==> src/rtl/strip_cluster_finder.sv <==
module strip_cluster_finder #(
  parameter int NCH = 128,
  parameter int AW = 8,
  parameter int MAXC = 4,
  parameter int FDEPTH = 16,
  parameter int PSW = 8,
  localparam int CW = $clog2(NCH),
  localparam int LW = $clog2(MAXC + 1),
  localparam int FAW = $clog2(FDEPTH)
) (
  input  logic              clk,
  input  logic              rst_n,
  input  logic              in_valid,
  input  logic              in_sof,
  input  logic [AW-1:0]     in_amp,
  input  logic [AW-1:0]     seed_thr,
  input  logic [AW-1:0]     incl_thr,
  input  logic              simple_mode,
  input  logic [NCH-1:0]    chan_mask,
  input  logic [PSW-1:0]    nzs_prescale,
  output logic              rec_valid,
  input  logic              rec_ready,
  output logic [CW-1:0]     rec_first,
  output logic [LW-1:0]     rec_size,
  output logic [MAXC*AW-1:0] rec_amps,
  output logic [2:0]        rec_frac,
  output logic [CW-1:0]     rec_cpos,
  output logic              trig_or,
  output logic              ovf,
  output logic              nzs_valid,
  output logic [AW-1:0]     nzs_amp,
  output logic [CW-1:0]     nzs_chan
);
  localparam int SAW = AW + $clog2(MAXC) + 1;
  localparam int SIW = AW + 2 * LW;
  localparam int QW = SIW + 3;
  localparam int RW = 2 * CW + LW + MAXC * AW + 3;

  logic [CW-1:0] ch_q, ch;
  logic last, msk, is_seed, is_mem;

  assign ch = in_sof ? '0 : ch_q;
  assign last = (ch == CW'(NCH - 1));
  assign msk = chan_mask[ch];
  assign is_seed = !msk && (in_amp > seed_thr);
  assign is_mem = simple_mode ? is_seed : (is_seed || (!msk && (in_amp > incl_thr)));

  logic [LW-1:0] len_q, cur_len, n_len, e_len;
  logic [CW-1:0] first_q, n_first, e_first;
  logic [MAXC-1:0][AW-1:0] amps_q, n_amps, e_amps;
  logic seed_q, n_seed, e_seed;
  logic [SAW-1:0] sa_q, base_sa, n_sa, e_sa;
  logic [SIW-1:0] sia_q, base_sia, n_sia, e_sia;

  assign cur_len = in_sof ? '0 : len_q;
  assign n_len = cur_len + 1'b1;
  assign n_first = (cur_len == '0) ? ch : first_q;
  assign n_seed = ((cur_len != '0) && seed_q) || is_seed;
  assign base_sa = (cur_len == '0) ? '0 : sa_q;
  assign base_sia = (cur_len == '0) ? '0 : sia_q;
  assign n_sa = base_sa + SAW'(in_amp);
  assign n_sia = base_sia + SIW'(cur_len) * SIW'(in_amp);

  always_comb begin
    n_amps = (cur_len == '0) ? '0 : amps_q;
    for (int k = 0; k < MAXC; k++)
      if (LW'(k) == cur_len) n_amps[k] = in_amp;
  end

  logic close_ext, close_old, want, full, blk, push, pop;
  assign close_ext = is_mem && ((n_len == LW'(MAXC)) || last || simple_mode);
  assign close_old = !is_mem && (cur_len != '0);

  assign e_first = close_ext ? n_first : first_q;
  assign e_len   = close_ext ? n_len : len_q;
  assign e_amps  = close_ext ? n_amps : amps_q;
  assign e_seed  = close_ext ? n_seed : seed_q;
  assign e_sa    = close_ext ? n_sa : sa_q;
  assign e_sia   = close_ext ? n_sia : sia_q;

  logic [QW-1:0] qv;
  logic [CW-1:0] e_cpos;
  assign qv = (e_sa == '0) ? '0 : {e_sia, 3'b000} / QW'(e_sa);
  assign e_cpos = e_first + CW'(qv >> 3);

  logic ovf_q;
  logic [FAW:0] cnt_q;
  logic [FAW-1:0] wr_q, rd_q;
  logic [RW-1:0] mem [FDEPTH];

  assign want = in_valid && (close_ext || close_old) && e_seed;
  assign full = (cnt_q == (FAW+1)'(FDEPTH));
  assign blk = full || (ovf_q && !in_sof);
  assign push = want && !blk;
  assign pop = rec_valid && rec_ready;

  assign rec_valid = (cnt_q != '0);
  assign {rec_first, rec_size, rec_amps, rec_frac, rec_cpos} = mem[rd_q];
  assign ovf = ovf_q;

  logic trig_q, sel_q, cur_sel, nzs_valid_q;
  logic [PSW-1:0] fcnt_q;
  logic [AW-1:0] nzs_amp_q;
  logic [CW-1:0] nzs_chan_q;
  assign cur_sel = in_sof ? (fcnt_q == '0) : sel_q;
  assign trig_or = trig_q;
  assign nzs_valid = nzs_valid_q;
  assign nzs_amp = nzs_amp_q;
  assign nzs_chan = nzs_chan_q;

  always_ff @(posedge clk)
    if (push) mem[wr_q] <= {e_first, e_len, e_amps, qv[2:0], e_cpos};

  always_ff @(posedge clk or negedge rst_n) begin
    if (!rst_n) begin
      ch_q <= '0; len_q <= '0; first_q <= '0; amps_q <= '0; seed_q <= 1'b0;
      sa_q <= '0; sia_q <= '0; trig_q <= 1'b0; ovf_q <= 1'b0;
      sel_q <= 1'b0; fcnt_q <= '0;
      nzs_valid_q <= 1'b0; nzs_amp_q <= '0; nzs_chan_q <= '0;
      cnt_q <= '0; wr_q <= '0; rd_q <= '0;
    end else begin
      if (in_valid) begin
        ch_q <= last ? '0 : ch + 1'b1;
        if (is_mem && !close_ext) begin
          len_q <= n_len; first_q <= n_first; amps_q <= n_amps;
          seed_q <= n_seed; sa_q <= n_sa; sia_q <= n_sia;
        end else begin
          len_q <= '0;
        end
        trig_q <= in_sof ? is_seed : (trig_q || is_seed);
        ovf_q <= in_sof ? (want && full) : (ovf_q || (want && full));
        if (in_sof) begin
          sel_q <= (fcnt_q == '0);
          fcnt_q <= (fcnt_q >= nzs_prescale) ? '0 : fcnt_q + 1'b1;
        end
      end
      nzs_valid_q <= in_valid && cur_sel;
      nzs_amp_q <= in_amp;
      nzs_chan_q <= ch;
      if (push) wr_q <= (wr_q == FAW'(FDEPTH - 1)) ? '0 : wr_q + 1'b1;
      if (pop) rd_q <= (rd_q == FAW'(FDEPTH - 1)) ? '0 : rd_q + 1'b1;
      case ({push, pop})
        2'b10: cnt_q <= cnt_q + 1'b1;
        2'b01: cnt_q <= cnt_q - 1'b1;
        default: cnt_q <= cnt_q;
      endcase
    end
  end
endmodule

==> config.mk <==
export PLATFORM = sky130hd
export DESIGN_NAME = strip_cluster_finder
export DESIGN_NICKNAME = d
export VERILOG_FILES = /design/src/rtl/strip_cluster_finder.sv
export SDC_FILE = /design/constraint.sdc
export NUM_CORES = 2
export LEC_CHECK = 0
export BUFFER_PORTS_ARGS = -buffer_cell sky130_fd_sc_hd__buf_2
export CORE_MARGIN = 2
export CORE_UTILIZATION = 56
export DETAILED_ROUTE_END_ITERATION = 8
export GPL_TIMING_DRIVEN = 0
export HOLD_SLACK_MARGIN = 0.1
export PLACE_DENSITY_LB_ADDON = 0.3
export SYNTH_ARGS = -nofsm -noshare
export SYNTH_HDL_FRONTEND = slang
export SYNTH_SLANG_ARGS = --single-unit
==> constraint.sdc <==
create_clock -name clk -period 41.4 [get_ports clk]
set_input_delay 2.07 -clock clk [delete_from_list [all_inputs] [get_ports clk]]
set_output_delay 2.07 -clock clk [all_outputs]
set_load 0.01 [all_outputs]
# After elaboration in Yosys (flattened, before gate mapping)
# Memory sizes are Yosys's and may differ from the RTL's.
# Cells that the tools add are included.
# totals
in_bits	166
word_cells	112
regBits	115
memories	1
output_inout_bits	71
mem_bits_rw	832
# classes
n_div	1
eq_ne	10
mul	1
magnitude_cmp	4
reduce_logical	34
add_sub_neg	10
n_mux	31
# memory_table
name	depth	word_bits	rd	rd_ports_with_merged_regs	write_ports	line	rtl
mem	16	52	1	0	1	89	logic [RW-1:0] mem [FDEPTH];
# ops
cell	count
$mux W32	2
$mux W8	5
$mux W14	2
$mux W7	4
$mux W11	2
$div A17 B11 Y17	1
$gt A8 B8 Y1	2
$add A14 B11 Y14	1
$logic_and A1 B1 Y1	13
$add A11 B8 Y11	1
$logic_not A11 Y1	1
$mul A3 B8 Y11	1
$mux W10	1
$pmux W5 S2	1
$mux W3	3
$add A4 B1 Y4 const B	2
$add A8 B1 Y8 const B	1
$eq A4 B4 Y1 const B	2
$ge A8 B8 Y1	1
$logic_not A8 Y1	1
$logic_or A1 B1 Y1	8
$lt A7 B8 Y1 const B	1
$mux W1	8
$mux W4	2
19 further kinds	25

# Longest topological paths before layout
# logic_depth
word_depth	15
mapped_depth	211

# Least setup slack after synthesis
# No wires, ideal clock.
# synth_path
path_kind	input port to flip-flop
start	input in_sof
end	memory mem[0][7] (netlist name), data pin
arrival_ns	41.439
setup_time_ns	0.350
path_buffers	18
stages	202
setup_slack_ns	-0.389
path_cell_list	buf_2 buf_2 buf_2 nor2b_1 clkbuf_1 inv_1 ha_1 nand2_1 clkbuf_1 clkbuf_1 and2_1 fa_1 inv_1 fa_1 nor2b_1 o21a_1 o211ai_1 a311oi_1 (+166 left out) o21ai_0 nand2b_1 a221oi_1 o21a_1 o211ai_4 mux2_4 ha_1 a41oi_1 o21ai_0 a21oi_1 nor2b_1 o21ai_0 nand2b_1 a21oi_1 o41ai_1 a21o_1 a221oi_1 a31oi_1
# synth_between
elab_chain_len	11
word_cells_on_any_way	26
classes_between	add/sub: 3; mul: 1; div: 1; eq/ne: 2; mux: 10; reduce/logical: 9
# synth_lines
element	line	rtl
start: declaration	14	input logic in_sof,
parallel branches: the longest is 10 deep, another holds $div A17 B11 Y17	--	
$mux W10 *	83	assign qv = (e_sa == '0) ? '0 : {e_sia, 3'b000} / QW'(e_sa);
named net qv[0]	81	logic [QW-1:0] qv;
end: declaration	89	
# Mark *: on every way through the listed nets, which the timed path passes. The select of a mux whose other input is x is not followed.

# Worst setup path after layout
# layout_path
start	input in_sof
end	memory mem[15][7] (netlist name), data pin
# The elaborated chain is that of the path after synthesis.

==> out/metrics.yaml <==
sta:
  setup_viol: 0
  setup_tns_ps: 0
  drv_slew: 0
  layout_worst_path_cycle_share_pct: 96.8
  worst_pin_slew_ps: 1370
  max_freq_mhz: 25.0
  hold_ws_ps: 488
  clock_skew_ps: 33.3
  min_period_ps: 40070
  slew_headroom_pct: 8.01
  finalHoldViolCount: 0
critical_path:
  criticalPathCategory: "in2reg"
  cp_slowest_cell: "fa_1"
  crit_top_cell: "o21a_1"
  critPathCaptureType: "flip-flop"
  critPathArrivalTime_ps: 40370
  cp.required_ps: 41690
  max_stage_delay_ps: 560
  startpoint_type: "input pin"
  crit_path_max_fanout: 10
global_route:
  grt_usage_pct: 30.8
  grt_pass1_wl_um: 199000
  grt_pass1_vias: 31617
  grt_max_degree: 64
  antenna_found_initial: 4
  grt_overflow: 0
floorplanning:
  io_pins: 237
  start_util_pct: 56.3
  coreArea_mm2: 0.0849
  die_w_um: 296
  dieArea_mm2: 0.0878
  die-height_um: 296
  rows: 107
clock_tree:
  cts_num_sinks: 947
  cts_hold_buffers: 0
  cts_htree_levels: 3
  cts_max_path_buffers: 3
  cts_tree: "done"
  cts.reportedPaths.clkPinSlew_ps: 60
  worst_skew_pair.late_latency_ps: 660
  cts-root-buf: "clkbuf_16"
  cts_buffers: 92
placed_design:
  place_hpwl_um: 88200
  dp.cells: 4659
  io_buffers: 236
  place.gp.congestion: 0.936
synthesis:
  syn_avg_cell_area_um2: 14.9
  synth-edff-count: 832
  yosys_register_bits: 947
  syn-cell-area_mm2: 0.0478
  netlist-cell-type-count: 112
  syn_nets: 3604
  ys_async_sr_fraction_pct: 12.1
  yosysSeqAreaShare_pct: 58.3
  synth_ff_type: "edfxtp_1"
  syn_inst: 3219
  yosys_warnings: 0
cells_and_area:
  finalNonFillerCells: 4997
  mostFrequentLayoutCell: "edfxtp_1"
  area_delta_synth_final_pct: 18.6
  fin_util_pct: 66.8
  drive_gt1_share_pct: 30.2
  final_cell_mix: "edfxtp_1 (832), mux4_2 (266), buf_2 (247)"
  nNetsFinal: 4156
routing:
  firstDrtPassIters: 5
  antenna_left: 0
  wire_per_inst_um: 27.0
  dr_total_vias: 31796
  first_iter_violations: 3073
  routed_via_density: 6.36
  wl_um: 135000
  drc: 0
run:
  drv_cap: 0
hold_path:
  hold_class: "reg2reg"
status:
  status: "finished, final reports clean"
==> cells by family after synthesis <==
group                    Yosys count  synth area share, %
AO/OA/AOI/OAI                    596                 9.14
XOR/XNOR                          74                 1.36
adder cells (fa/ha/maj)          219                 6.03
buffers and inverters            276                 2.39
flip-flops                       947                 58.3
multiplexers                     397                 15.6
AND/OR/NAND/NOR                  710                 7.25
==> flip-flops by register name (all words and copies together) (netlist names), 3 cells and up <==
register	cells
mem	832
amps_q	32
sia_q	14
sa_q	11
fcnt_q	8
nzs_amp	8
ch_q	7
first_q	7
nzs_chan	7
cnt_q	5
rd_q	4
wr_q	4
len_q	3
==> critical path: cells and delay by family <==
kind	cells	cell delay, ps
AOI/OAI and AO/OA	94	17460
adders and majority gates	19	5460
buffers and inverters	43	5760
muxes	11	2410
and+or+nand+nor	42	7120
==> layer usage <==
layer,vias up,track usage (%),wire [um]
met2,1546,53.6,68800
met3,301,3.70,10200
met4,0,9.92,4510
met5,-,0,0
met1,16096,40.5,51300
li1,13853,-,-
==> area by class of cell <==
cell class / count / area [um^2]
fill: 5845 / 28100
clock inverter: 50 / 504
multi-input combinational: 1999 / 19700
buffer: 143 / 803
tap: 1144 / 1430
clock buffer: 123 / 2540
inverter: 130 / 490
antenna: 3 / 7.51
timing repair buffer: 458 / 3360
sequential: 947 / 27900
==> synth_stat cells (33+ instances only) <==
cell type,instances,area share [%]
nand3_1,33,0.35
ha_1,200,5.2
a21o_1,41,0.64
mux4_2,266,13
nor2b_1,33,0.43
xnor2_1,45,0.82
o21ai_0,101,1.1
inv_1,125,0.98
a21oi_1,99,1.0
and2_1,56,0.73
nor3_1,93,0.97
a22o_1,43,0.79
edfxtp_1,832,52
dfrtp_1,115,6.0
mux2_2,70,1.6
nand2_1,199,1.6
o21a_1,76,1.2
buf_1,33,0.26
nor2_1,164,1.3
clkbuf_1,81,0.64
mux2i_1,50,1.0
==> per-stage QoR <==
step | instance area [um^2] | worst slack [ps]
floorplan | 47800 | 26.9
global placement | 50500 | -7880
detailed placement | 51500 | -8360
CTS | 55500 | 47.0
global route | 56700 | -460
finish | 56700 | 1330
==> final timing paths <==
check | start | slack [ps] | cells past startpoint | to
max in group asynchronous | rst_n | 39240 | 2 | amps_q[11]
max reg2reg | ch_q[0] | 2520 | 199 | mem[15][7]
max | in_sof | 1330 | 209 | mem[15][7]
min reg2reg | sel_q | 490 | 1 | sel_q
min in group asynchronous | rst_n | 1410 | 1 | nzs_amp[4]
min | sel_q | 490 | 1 | sel_q
==> what timing repair did <==
action,4_1_cts,5_1_grt
buffers inserted,59,103
cloned,1,2
gates resized for setup,98,121
pin swaps,30,99
endpoints found under the setup margin,144,32
Power is left out: the tool's default activity adds up to more than one toggle a clock period on the data nets, which glitch-free logic cannot reach.
